===== src/rtl/mpy_pkg.sv =====
`timescale 1ns/1ps
package mpy_pkg;
  localparam int WORD_W = 32;
  localparam int HALF_W = WORD_W / 2;
  localparam int IMM_W  = 16;
  localparam int SIMM_W = 9;
  localparam int TINY_W = 5;
  localparam int OP_W   = 3;

  typedef enum logic [OP_W-1:0] {
    MOP_WORD_S    = 3'd0,
    MOP_WORD_SI   = 3'd1,
    MOP_WORD_U    = 3'd2,
    MOP_WORD_UI   = 3'd3,
    MOP_HALF_R    = 3'd4,
    MOP_HALF_I5   = 3'd5,
    MOP_HALF_I16  = 3'd6,
    MOP_RESERVED  = 3'd7
  } mpy_op_e;

  // 9-bit immediate widened to a word, keeping its sign
  function automatic logic [WORD_W-1:0] widen_simm(input logic [IMM_W-1:0] imm);
    return {{(WORD_W-SIMM_W){imm[SIMM_W-1]}}, imm[SIMM_W-1:0]};
  endfunction

  // 5-bit immediate widened to a halfword, keeping its sign
  function automatic logic [HALF_W-1:0] widen_tiny(input logic [IMM_W-1:0] imm);
    return {{(HALF_W-TINY_W){imm[TINY_W-1]}}, imm[TINY_W-1:0]};
  endfunction

  function automatic logic [WORD_W-1:0] widen_half(input logic [HALF_W-1:0] h);
    return {{(WORD_W-HALF_W){h[HALF_W-1]}}, h};
  endfunction

  function automatic logic writes_high(input mpy_op_e op);
    return (op == MOP_WORD_S) || (op == MOP_WORD_SI) ||
           (op == MOP_WORD_U) || (op == MOP_WORD_UI);
  endfunction

  // Magnitude of a word, seen as signed when sgn is set
  function automatic logic [WORD_W-1:0] magnitude(input logic [WORD_W-1:0] v, input logic sgn);
    return (sgn && v[WORD_W-1]) ? (~v + 1'b1) : v;
  endfunction
endpackage


===== src/rtl/mpy_opfmt.sv =====
`timescale 1ns/1ps
module mpy_opfmt
  import mpy_pkg::*;
(
  input  mpy_op_e            op_i,
  input  logic [WORD_W-1:0]  src_a_i,
  input  logic [WORD_W-1:0]  src_b_i,
  input  logic [IMM_W-1:0]   imm_i,
  output logic [WORD_W-1:0]  opa_o,
  output logic [WORD_W-1:0]  opb_o,
  output logic               signed_o,
  output logic               wide_o
);
  always_comb begin
    opa_o    = '0;
    opb_o    = '0;
    signed_o = 1'b0;
    wide_o   = writes_high(op_i);
    unique case (op_i)
      MOP_WORD_S:   begin opa_o = src_b_i; opb_o = src_a_i;         signed_o = 1'b1; end
      MOP_WORD_SI:  begin opa_o = src_b_i; opb_o = widen_simm(imm_i); signed_o = 1'b1; end
      MOP_WORD_U:   begin opa_o = src_b_i; opb_o = src_a_i;         end
      MOP_WORD_UI:  begin opa_o = src_b_i; opb_o = widen_simm(imm_i); end
      MOP_HALF_R: begin
        opa_o = widen_half(src_b_i[HALF_W-1:0]);
        opb_o = widen_half(src_a_i[HALF_W-1:0]);
        signed_o = 1'b1;
      end
      MOP_HALF_I5: begin
        opa_o = widen_half(src_b_i[HALF_W-1:0]);
        opb_o = widen_half(widen_tiny(imm_i));
        signed_o = 1'b1;
      end
      MOP_HALF_I16: begin
        opa_o = widen_half(src_a_i[HALF_W-1:0]);
        opb_o = widen_half(imm_i[HALF_W-1:0]);
        signed_o = 1'b1;
      end
      default: begin end
    endcase
  end
endmodule


===== src/rtl/mpy_core.sv =====
`timescale 1ns/1ps
module mpy_core
  import mpy_pkg::*;
#(
  parameter int BITS_PER_STEP = 2
) (
  input  logic                 clk,
  input  logic                 rst_n,
  input  logic                 load_i,
  input  logic [WORD_W-1:0]    opa_i,
  input  logic [WORD_W-1:0]    opb_i,
  input  logic                 signed_i,
  input  logic                 wide_i,
  output logic                 busy_o,
  output logic                 done_o,
  output logic                 wide_o,
  output logic [2*WORD_W-1:0]  prod_o
);
  localparam int STEPS  = WORD_W / BITS_PER_STEP;
  localparam int CNT_W  = $clog2(STEPS + 1);
  localparam int PROD_W = 2 * WORD_W;

  logic               busy_q, done_q, neg_q, wide_run_q, wide_q;
  logic [CNT_W-1:0]   cnt_q;
  logic [PROD_W-1:0]  acc_q, mcand_q, prod_q;
  logic [WORD_W-1:0]  mplier_q;

  // named events for the assertions
  logic               accept_w, last_step_w;
  logic [PROD_W-1:0]  acc_nxt_w;

  assign accept_w    = load_i && !busy_q;
  assign last_step_w = busy_q && (cnt_q == CNT_W'(1));
  assign acc_nxt_w   = acc_q + mcand_q * PROD_W'(mplier_q[BITS_PER_STEP-1:0]);

  always_ff @(posedge clk or negedge rst_n) begin
    if (!rst_n) begin
      busy_q     <= 1'b0;
      done_q     <= 1'b0;
      neg_q      <= 1'b0;
      wide_run_q <= 1'b0;
      wide_q     <= 1'b0;
      cnt_q      <= '0;
      acc_q      <= '0;
      mcand_q    <= '0;
      mplier_q   <= '0;
      prod_q     <= '0;
    end else if (accept_w) begin
      busy_q     <= 1'b1;
      done_q     <= 1'b0;
      cnt_q      <= CNT_W'(STEPS);
      acc_q      <= '0;
      mcand_q    <= {{WORD_W{1'b0}}, magnitude(opa_i, signed_i)};
      mplier_q   <= magnitude(opb_i, signed_i);
      neg_q      <= signed_i && (opa_i[WORD_W-1] ^ opb_i[WORD_W-1]);
      wide_run_q <= wide_i;
    end else if (busy_q) begin
      acc_q    <= acc_nxt_w;
      mcand_q  <= mcand_q << BITS_PER_STEP;
      mplier_q <= mplier_q >> BITS_PER_STEP;
      cnt_q    <= cnt_q - CNT_W'(1);
      if (last_step_w) begin
        busy_q <= 1'b0;
        done_q <= 1'b1;
        prod_q <= neg_q ? (~acc_nxt_w + 1'b1) : acc_nxt_w;
        wide_q <= wide_run_q;
      end
    end else begin
      done_q <= 1'b0;
    end
  end

  assign busy_o = busy_q;
  assign done_o = done_q;
  assign wide_o = wide_q;
  assign prod_o = prod_q;

  // checker counter: cycles spent since the accepting edge
  logic [CNT_W:0] lat_q;
  always_ff @(posedge clk or negedge rst_n) begin
    if (!rst_n)        lat_q <= '0;
    else if (accept_w) lat_q <= '0;
    else if (busy_q)   lat_q <= lat_q + 1'b1;
  end

  AST_DONE_SINGLE: assert property (@(posedge clk) disable iff (!rst_n)
    done_q |=> !done_q) else $error("done longer than one cycle");
  AST_DONE_LATENCY: assert property (@(posedge clk) disable iff (!rst_n)
    done_q |-> (lat_q == (CNT_W+1)'(STEPS))) else $error("latency off");
  AST_BUSY_NO_RELOAD: assert property (@(posedge clk) disable iff (!rst_n)
    (busy_q && !last_step_w) |=> (busy_q && cnt_q == $past(cnt_q) - CNT_W'(1))) else $error("restart while busy");
endmodule


===== src/rtl/mpy_unit.sv =====
`timescale 1ns/1ps
module mpy_unit
  import mpy_pkg::*;
#(
  parameter int BITS_PER_STEP = 2
) (
  input  logic               clk,
  input  logic               rst_n,
  input  logic               start_i,
  input  logic [2:0]         op_i,
  input  logic [31:0]        src_a_i,
  input  logic [31:0]        src_b_i,
  input  logic [15:0]        imm_i,
  output logic [31:0]        res_lo_o,
  output logic [31:0]        res_hi_o,
  output logic               hi_we_o,
  output logic               done_o
);
  logic [WORD_W-1:0]   opa_w, opb_w;
  logic                sgn_w, wide_w, busy_w, core_done_w, core_wide_w;
  logic [2*WORD_W-1:0] prod_w;

  mpy_opfmt u_fmt (
    .op_i     (mpy_op_e'(op_i)),
    .src_a_i  (src_a_i),
    .src_b_i  (src_b_i),
    .imm_i    (imm_i),
    .opa_o    (opa_w),
    .opb_o    (opb_w),
    .signed_o (sgn_w),
    .wide_o   (wide_w)
  );

  mpy_core #(.BITS_PER_STEP(BITS_PER_STEP)) u_core (
    .clk      (clk),
    .rst_n    (rst_n),
    .load_i   (start_i),
    .opa_i    (opa_w),
    .opb_i    (opb_w),
    .signed_i (sgn_w),
    .wide_i   (wide_w),
    .busy_o   (busy_w),
    .done_o   (core_done_w),
    .wide_o   (core_wide_w),
    .prod_o   (prod_w)
  );

  assign res_lo_o = prod_w[WORD_W-1:0];
  assign res_hi_o = core_wide_w ? prod_w[2*WORD_W-1:WORD_W] : '0;
  assign hi_we_o  = core_done_w && core_wide_w;
  assign done_o   = core_done_w;

  AST_HI_WE_WITH_DONE: assert property (@(posedge clk) disable iff (!rst_n)
    hi_we_o |-> done_o) else $error("high write outside done");
  AST_HALF_HI_ZERO: assert property (@(posedge clk) disable iff (!rst_n)
    (done_o && !hi_we_o) |-> (res_hi_o == '0)) else $error("high word not clear");
  AST_RESULT_HOLD: assert property (@(posedge clk) disable iff (!rst_n)
    !done_o |-> ($stable(res_lo_o) && $stable(res_hi_o))) else $error("result moved");
  AST_HALF_OPERAND_SEXT: assert property (@(posedge clk) disable iff (!rst_n)
    (start_i && !busy_w && !wide_w && sgn_w) |-> (opa_w[WORD_W-1:HALF_W] == {HALF_W{opa_w[HALF_W-1]}})) else $error("half operand");
endmodule


===== config.mk =====
export PLATFORM = sky130hd
export DESIGN_NAME = mpy_unit
export DESIGN_NICKNAME = d
export VERILOG_FILES = /design/src/rtl/mpy_pkg.sv /design/src/rtl/mpy_opfmt.sv /design/src/rtl/mpy_core.sv /design/src/rtl/mpy_unit.sv
export SDC_FILE = /design/constraint.sdc
export NUM_CORES = 1
export LEC_CHECK = 0
export BUFFER_PORTS_ARGS = -buffer_cell sky130_fd_sc_hd__buf_2
export CAP_MARGIN = 20
export CORE_UTILIZATION = 39
export DETAILED_ROUTE_END_ITERATION = 12
export HOLD_SLACK_MARGIN = 0.02
export PLACE_DENSITY = 0.66
export REMOVE_ABC_BUFFERS = 1
export SLEW_MARGIN = 20
export SYNTH_ARGS = -nofsm -noshare
export SYNTH_HDL_FRONTEND = slang
export SYNTH_SLANG_ARGS = --single-unit

===== constraint.sdc =====
create_clock -name clk -period 5.15 [get_ports clk]
set_input_delay 1.03 -clock clk [delete_from_list [all_inputs] [get_ports clk]]
set_output_delay 1.03 -clock clk [all_outputs]
set_load 0.01 [all_outputs]

== Yosys cells after proc, flatten, opt, wreduce, memory -nomap -nowiden ==
Index checks and enable logic that the tools add are counted.

* Input port bits: 86
* Bits in registers: 234
* Logic and storage cells: 68
* Output and inout bits: 66

* Multiplexer cells: 21
* $mul: 1
* $add $sub $neg: 5
* Bitwise logic cells: 5
* Eq/ne operators: 8
* Reductions and logical operators: 18

{| class="wikitable"
|+ Operators with widths
! cell !! number
|-
| two-way mux 64 bit || 5
|-
| two-way mux 32 bit || 5
|-
| case mux 32 bit (5 select lines) || 1
|-
| case mux 32 bit (3 select lines) || 1
|-
| adder 32 x 1 -> 32 bit, second input constant || 2
|-
| adder 64 x 1 -> 64 bit, second input constant || 1
|-
| adder 64 bit || 1
|-
| multiplier 64 x 2 -> 64 bit || 1
|-
| NOT 32 bit || 2
|-
| NOT 64 bit || 1
|-
| two-way mux 5 bit || 2
|-
| equality test 3 bit, second input constant || 3
|-
| two-way mux 1 bit || 7
|-
| equality test 3 x 2 -> 1 bit, second input constant || 2
|-
| logical AND 1 bit || 6
|-
| OR reduction 2 bit || 3
|-
| equality test 5 x 1 -> 1 bit, second input constant || 1
|-
| OR reduction 5 bit || 1
|-
| subtractor 5 x 1 -> 5 bit, second input constant || 1
|-
| OR reduction 4 bit || 1
|-
| equality test 3 x 1 -> 1 bit, second input constant || 1
|-
| zero test 3 bit || 1
|-
| logical OR 1 bit || 3
|-
| != test 3 bit, second input constant || 1
|-
| 5 further kinds || 5
|}

== Logic depth before layout (Yosys ltp) ==
* Depth after elaboration: 7
* Gate-level depth with buffers: 20
* Gate-level depth less buffers: 17

== By module ==
Synthesis repeated with hierarchy kept, for this count alone.

* Cells, all modules: 2566
* Area, all modules: 20081.8 um2

{| class="wikitable"
|+ Modules (own cells, without submodules)
! module !! sequential area each (um2) !! area each (um2) !! cells each !! instances
|-
| mpy_core || 5855.6 || 18803.0 || 2359 || 1
|-
| mpy_opfmt || 0.0 || 1016.0 || 171 || 1
|-
| mpy_unit || 0.0 || 262.8 || 36 || 1
|}

== Least setup slack after synthesis ==
No wires, ideal clock.

* Kind: flip-flop to flip-flop
* Start: register u_core.mplier_q[1]
* End: register u_core.prod_q[63] (netlist: u_core.prod_o[63])
* Period minus slack after synthesis: 5.435 ns
* Cell stages (with the launch flop): 20
* Slack: -0.285 ns
* Arrival time: 5.304 ns
* Required time: 5.019 ns
* Buffers on the path: 2
* Library setup time: 0.131 ns
* Cell sequence: dfrtp_1 clkbuf_1 clkbuf_1 nand2_1 fa_1 inv_1 ha_1 fa_1 a21o_1 a221o_2 a22o_4 xnor2_2 o21ai_1 or4_1 or4_4 or4_4 nor4_2 a41oi_1 xnor2_1 o21ai_1

* Word-level cells in the longest chain between the ends: 5

{| class="wikitable"
|+ RTL lines
! element !! line !! text
|-
| start, declared || mpy_core.sv:26 || <nowiki>logic [WORD_W-1:0] mplier_q;</nowiki>
|-
| start signal, assigned || mpy_core.sv:54 || <nowiki>mplier_q <= magnitude(opb_i, signed_i);</nowiki>
|-
| start signal, assigned || mpy_core.sv:60 || <nowiki>mplier_q <= mplier_q >> BITS_PER_STEP;</nowiki>
|-
| multiplier 64 x 2 -> 64 bit * || mpy_core.sv:34 || <nowiki>assign acc_nxt_w = acc_q + mcand_q * PROD_W'(mplier_q[BITS_PER_STEP-1:0]);</nowiki>
|-
| adder 64 bit * || mpy_core.sv:34 ||
|-
| NOT 64 bit || mpy_core.sv:65 || <nowiki>prod_q <= neg_q ? (~acc_nxt_w + 1'b1) : acc_nxt_w;</nowiki>
|-
| adder 64 x 1 -> 64 bit || mpy_core.sv:65 ||
|-
| two-way mux 64 bit * || mpy_core.sv:65 ||
|-
| end signal, assigned || mpy_core.sv:65 ||
|-
| end, declared || mpy_core.sv:25 || <nowiki>logic [PROD_W-1:0] acc_q, mcand_q, prod_q;</nowiki>
|}

Every way passes the cells marked *; elsewhere a longest branch is shown, timed or not.
A chain may end at the register's enable or synchronous reset.

== Final worst setup path ==
* Start: register u_core.mplier_q[1]
* End: register u_core.prod_q[55] (netlist: u_core.prod_o[55])

Same word-level chain as after synthesis.

==> results.txt <==
Outcome - finished with violations
Failing checks - negative setup slack
Num CTS Buffers - 29
Crit-path cells - buf_4, nand2_1, fa_1, inv_2, fa_2, a21o_1, a221o_2, a22o_4, buf_4, xnor2_2, o21ai_1, or4_4, or4_4, or4_4, nor4_4, buf_4, a21oi_1, xnor2_1, o21ai_1
Setup violators final - 5
Clk root buf - clkbuf_16
Synth Instances - 2,732
Fillers - 5,126
Nets@finish - 3,332
CP Data Arrival Time - 5620 ps
Total die area - 54,160 um2
Grt total ovfl - 0
Synth area leaders - dfrtp_1, nand2_1, fa_1, o21ai_0, a21oi_1
Worst Path Required - 5570 ps
Total number of vias - 21,180
Slowest Stage Delay on Critical Path - 540 ps
Hold Path Class - in2async
Async S/R FF share, synth - 100.0%
Max Fclk - 0.1925 GHz
Die H - 232.7 um
Clk sink count - 234
Die X - 232.7 um
Final ANT Viol Nets - 0
H-tree depth - 1
Worst-case clock buffer depth - 3
Hold Vio Cnt, Final - 0
Worst-Margin Slew - 954.5 ps
DR DRC count - 0
Ys flop type - dfrtp_1
Overall Global Routing Usage - 26.61%
Period utilization - 100.9%
Vias in the first global route - 20,120
Setup CP Type - reg2reg
Antenna violations before repair - 6
Sequential fraction of the synthesis area - 28.20%
Dpl cell area - 24,430 um2
Largest net degree at the start of global routing - 104
Cell area after synthesis - 20,760 um2
Area grow syn2layout - 27.26%
Most frequent cell after synthesis - nand2_1
Slowest CP cell - or4_4
# rows - 84
Area of the multi-input gates - 13,880 um2
Yosys top cell area share - 28.20%
Final clock skew - 35.65 ps
Post-synth top cells - nand2_1, inv_1, dfrtp_1
DP Wirelength - 57,410 um
Final Wtd Congestion - 0.9863
Port bufs - 151
CTS tree - yes
Yosys warns - 0
Storage cell area - 5863 um2
Max-cap viol count - 0
Slew headroom - 36.36%
Worst-path maximum fanout - 5
Starting Density - 39.51%
Vias per Instance - 5.532
Synth area leader - dfrtp_1
Worst setup margin - -44.85 ps
TritonRoute pass-1 iters - 6
Worst-path clk slew - 60 ps
Cell variety after synth - 83
Post-Syn Area per Cell - 7.600 um2
IO Count - 152
Fin crit period - 5195 ps
Global-route wire length before repair - 113,400 um
Clock Latency Late Sink - 590 ps
Synth Register Bits - 234
Design Area, Final - 26,420 um2
Layout cell share with drive strength beyond 1 - 23.88%
Slew Viols, Final - 0
Post-synth EDFFs - 0
Final WL - 72,740 um
RSZ-0062 raised after global routing - yes
Core region area - 52,550 um2
DR iter-0 viols - 1,752
Startpoint Class - flip-flop
Average wire per standard cell - 19.00 um
Setup crit end kind - flip-flop
-- layout by cell type, fill, tap and decap left out, types with 20 or more instances in the layout --
master       n
nand2_1    480
buf_4      383
inv_1      234
dfrtp_1    230
o21ai_0    218
a21oi_1    174
nor2_1     152
buf_2      149
o31ai_1     80
xor2_1      73
xnor2_1     64
fa_1        62
and2_1      59
ha_1        57
a211oi_1    45
nor3_1      43
nand4_1     36
o21ai_1     34
nand3_1     31
clkbuf_16   30
mux2i_1     28
or3_1       27
a31oi_1     23
a21o_1      20
o21a_1      20
-- path summary, 6_finish.rpt --
path / from / endpoint / slack (ps) / depth (start not counted)
worst min register to register: u_core.prod_o[58]$_DFFE_PN0P_ / u_core.prod_o[58]$_DFFE_PN0P_ / 480 / 2
worst max-delay path: u_core.mplier_q[1]$_DFFE_PN0P_ / u_core.prod_o[55]$_DFFE_PN0P_ / -40 / 19
max in group asynchronous: rst_n / u_core.acc_q[41]$_DFFE_PN0P_ / 3470 / 2
min in group clk: u_core.prod_o[58]$_DFFE_PN0P_ / u_core.prod_o[58]$_DFFE_PN0P_ / 480 / 2
worst max register to register: u_core.mplier_q[1]$_DFFE_PN0P_ / u_core.prod_o[55]$_DFFE_PN0P_ / -40 / 19
worst min-delay path: rst_n / u_core.prod_o[40]$_DFFE_PN0P_ / 450 / 1
-- through the flow --
stage	setup WS, ps	setup TNS, ps	util, %	instances	hold WS, ps
6_report	-44.85	-118.7	50.28	3828	445.3
5_1_grt	-256.0	-3863	50.28	3828	505.9
4_1_cts	-88.17	-377.3	48.95	3815	479.3
3_5_place_dp	-245.1	-3739	46.48	3755	460.5
3_3_place_gp	-181.3	-2757	46.48	3755	456.4
2_1_floorplan	-2291	-173460	-	2539	442.4
-- what timing repair did --
| item | CTS | global route |
|---|---|---|
| setup buffers | 7 | 8 |
| hold buffers | 0 | 0 |
| pin swaps | 6 | 37 |
| endpoints found under the setup margin | 30 | 34 |
| gates cloned | 1 | 1 |
| resized for setup | 35 | 114 |
-- worst max-delay path, delay by kind of cell, from the launching register on --
kind | cells | cell delay [ps]
AO/OA/AOI/OAI | 6 | 1190
XOR/XNOR | 2 | 320
adder cells (fa/ha/maj) | 2 | 920
buffers and inverters | 4 | 500
flip-flops | 1 | 400
AND/OR/NAND/NOR | 5 | 1730
-- cell families after synthesis --
logic type | after synthesis | synth area share (%)
muxes | 31 | 1.513
adders and majority gates | 131 | 10.17
xor gates and xnor gates | 141 | 5.984
and+or+nand+nor | 970 | 21.50
AOI/OAI and AO/OA | 795 | 24.19
DFF | 234 | 28.20
buffers and inverters | 430 | 8.443
-- metal layers --
layer  global-route usage, %  part of all wire (%)
met5                       0                 0.018
met4                   5.780                   1.8
met3                   3.407                   6.4
met2                   38.32                    41
met1                   41.59                    50
-- area by class of cell --
class,instances,area share [%]
clock inverters,16,1.042
multi-input cells,2068,52.54
flip-flops and latches,234,22.19
repair buffers,545,14.57
clock buffers,36,2.997
diodes,4,0.03788
well taps,688,3.258
inverters,237,3.367
-- sequential cells by signal, summed over array words and instances, names as in the netlist --
name and count:
u_core.acc_q 64, u_core.mcand_q 64, u_core.prod_o 64, u_core.mplier_q 32
u_core.cnt_q 5, u_core.busy_o 1, u_core.done_o 1, u_core.neg_q 1
u_core.wide_o 1, u_core.wide_run_q 1
Power is left out: the tool's default activity adds up to more than one toggle a clock period on the data nets, which glitch-free logic cannot reach.
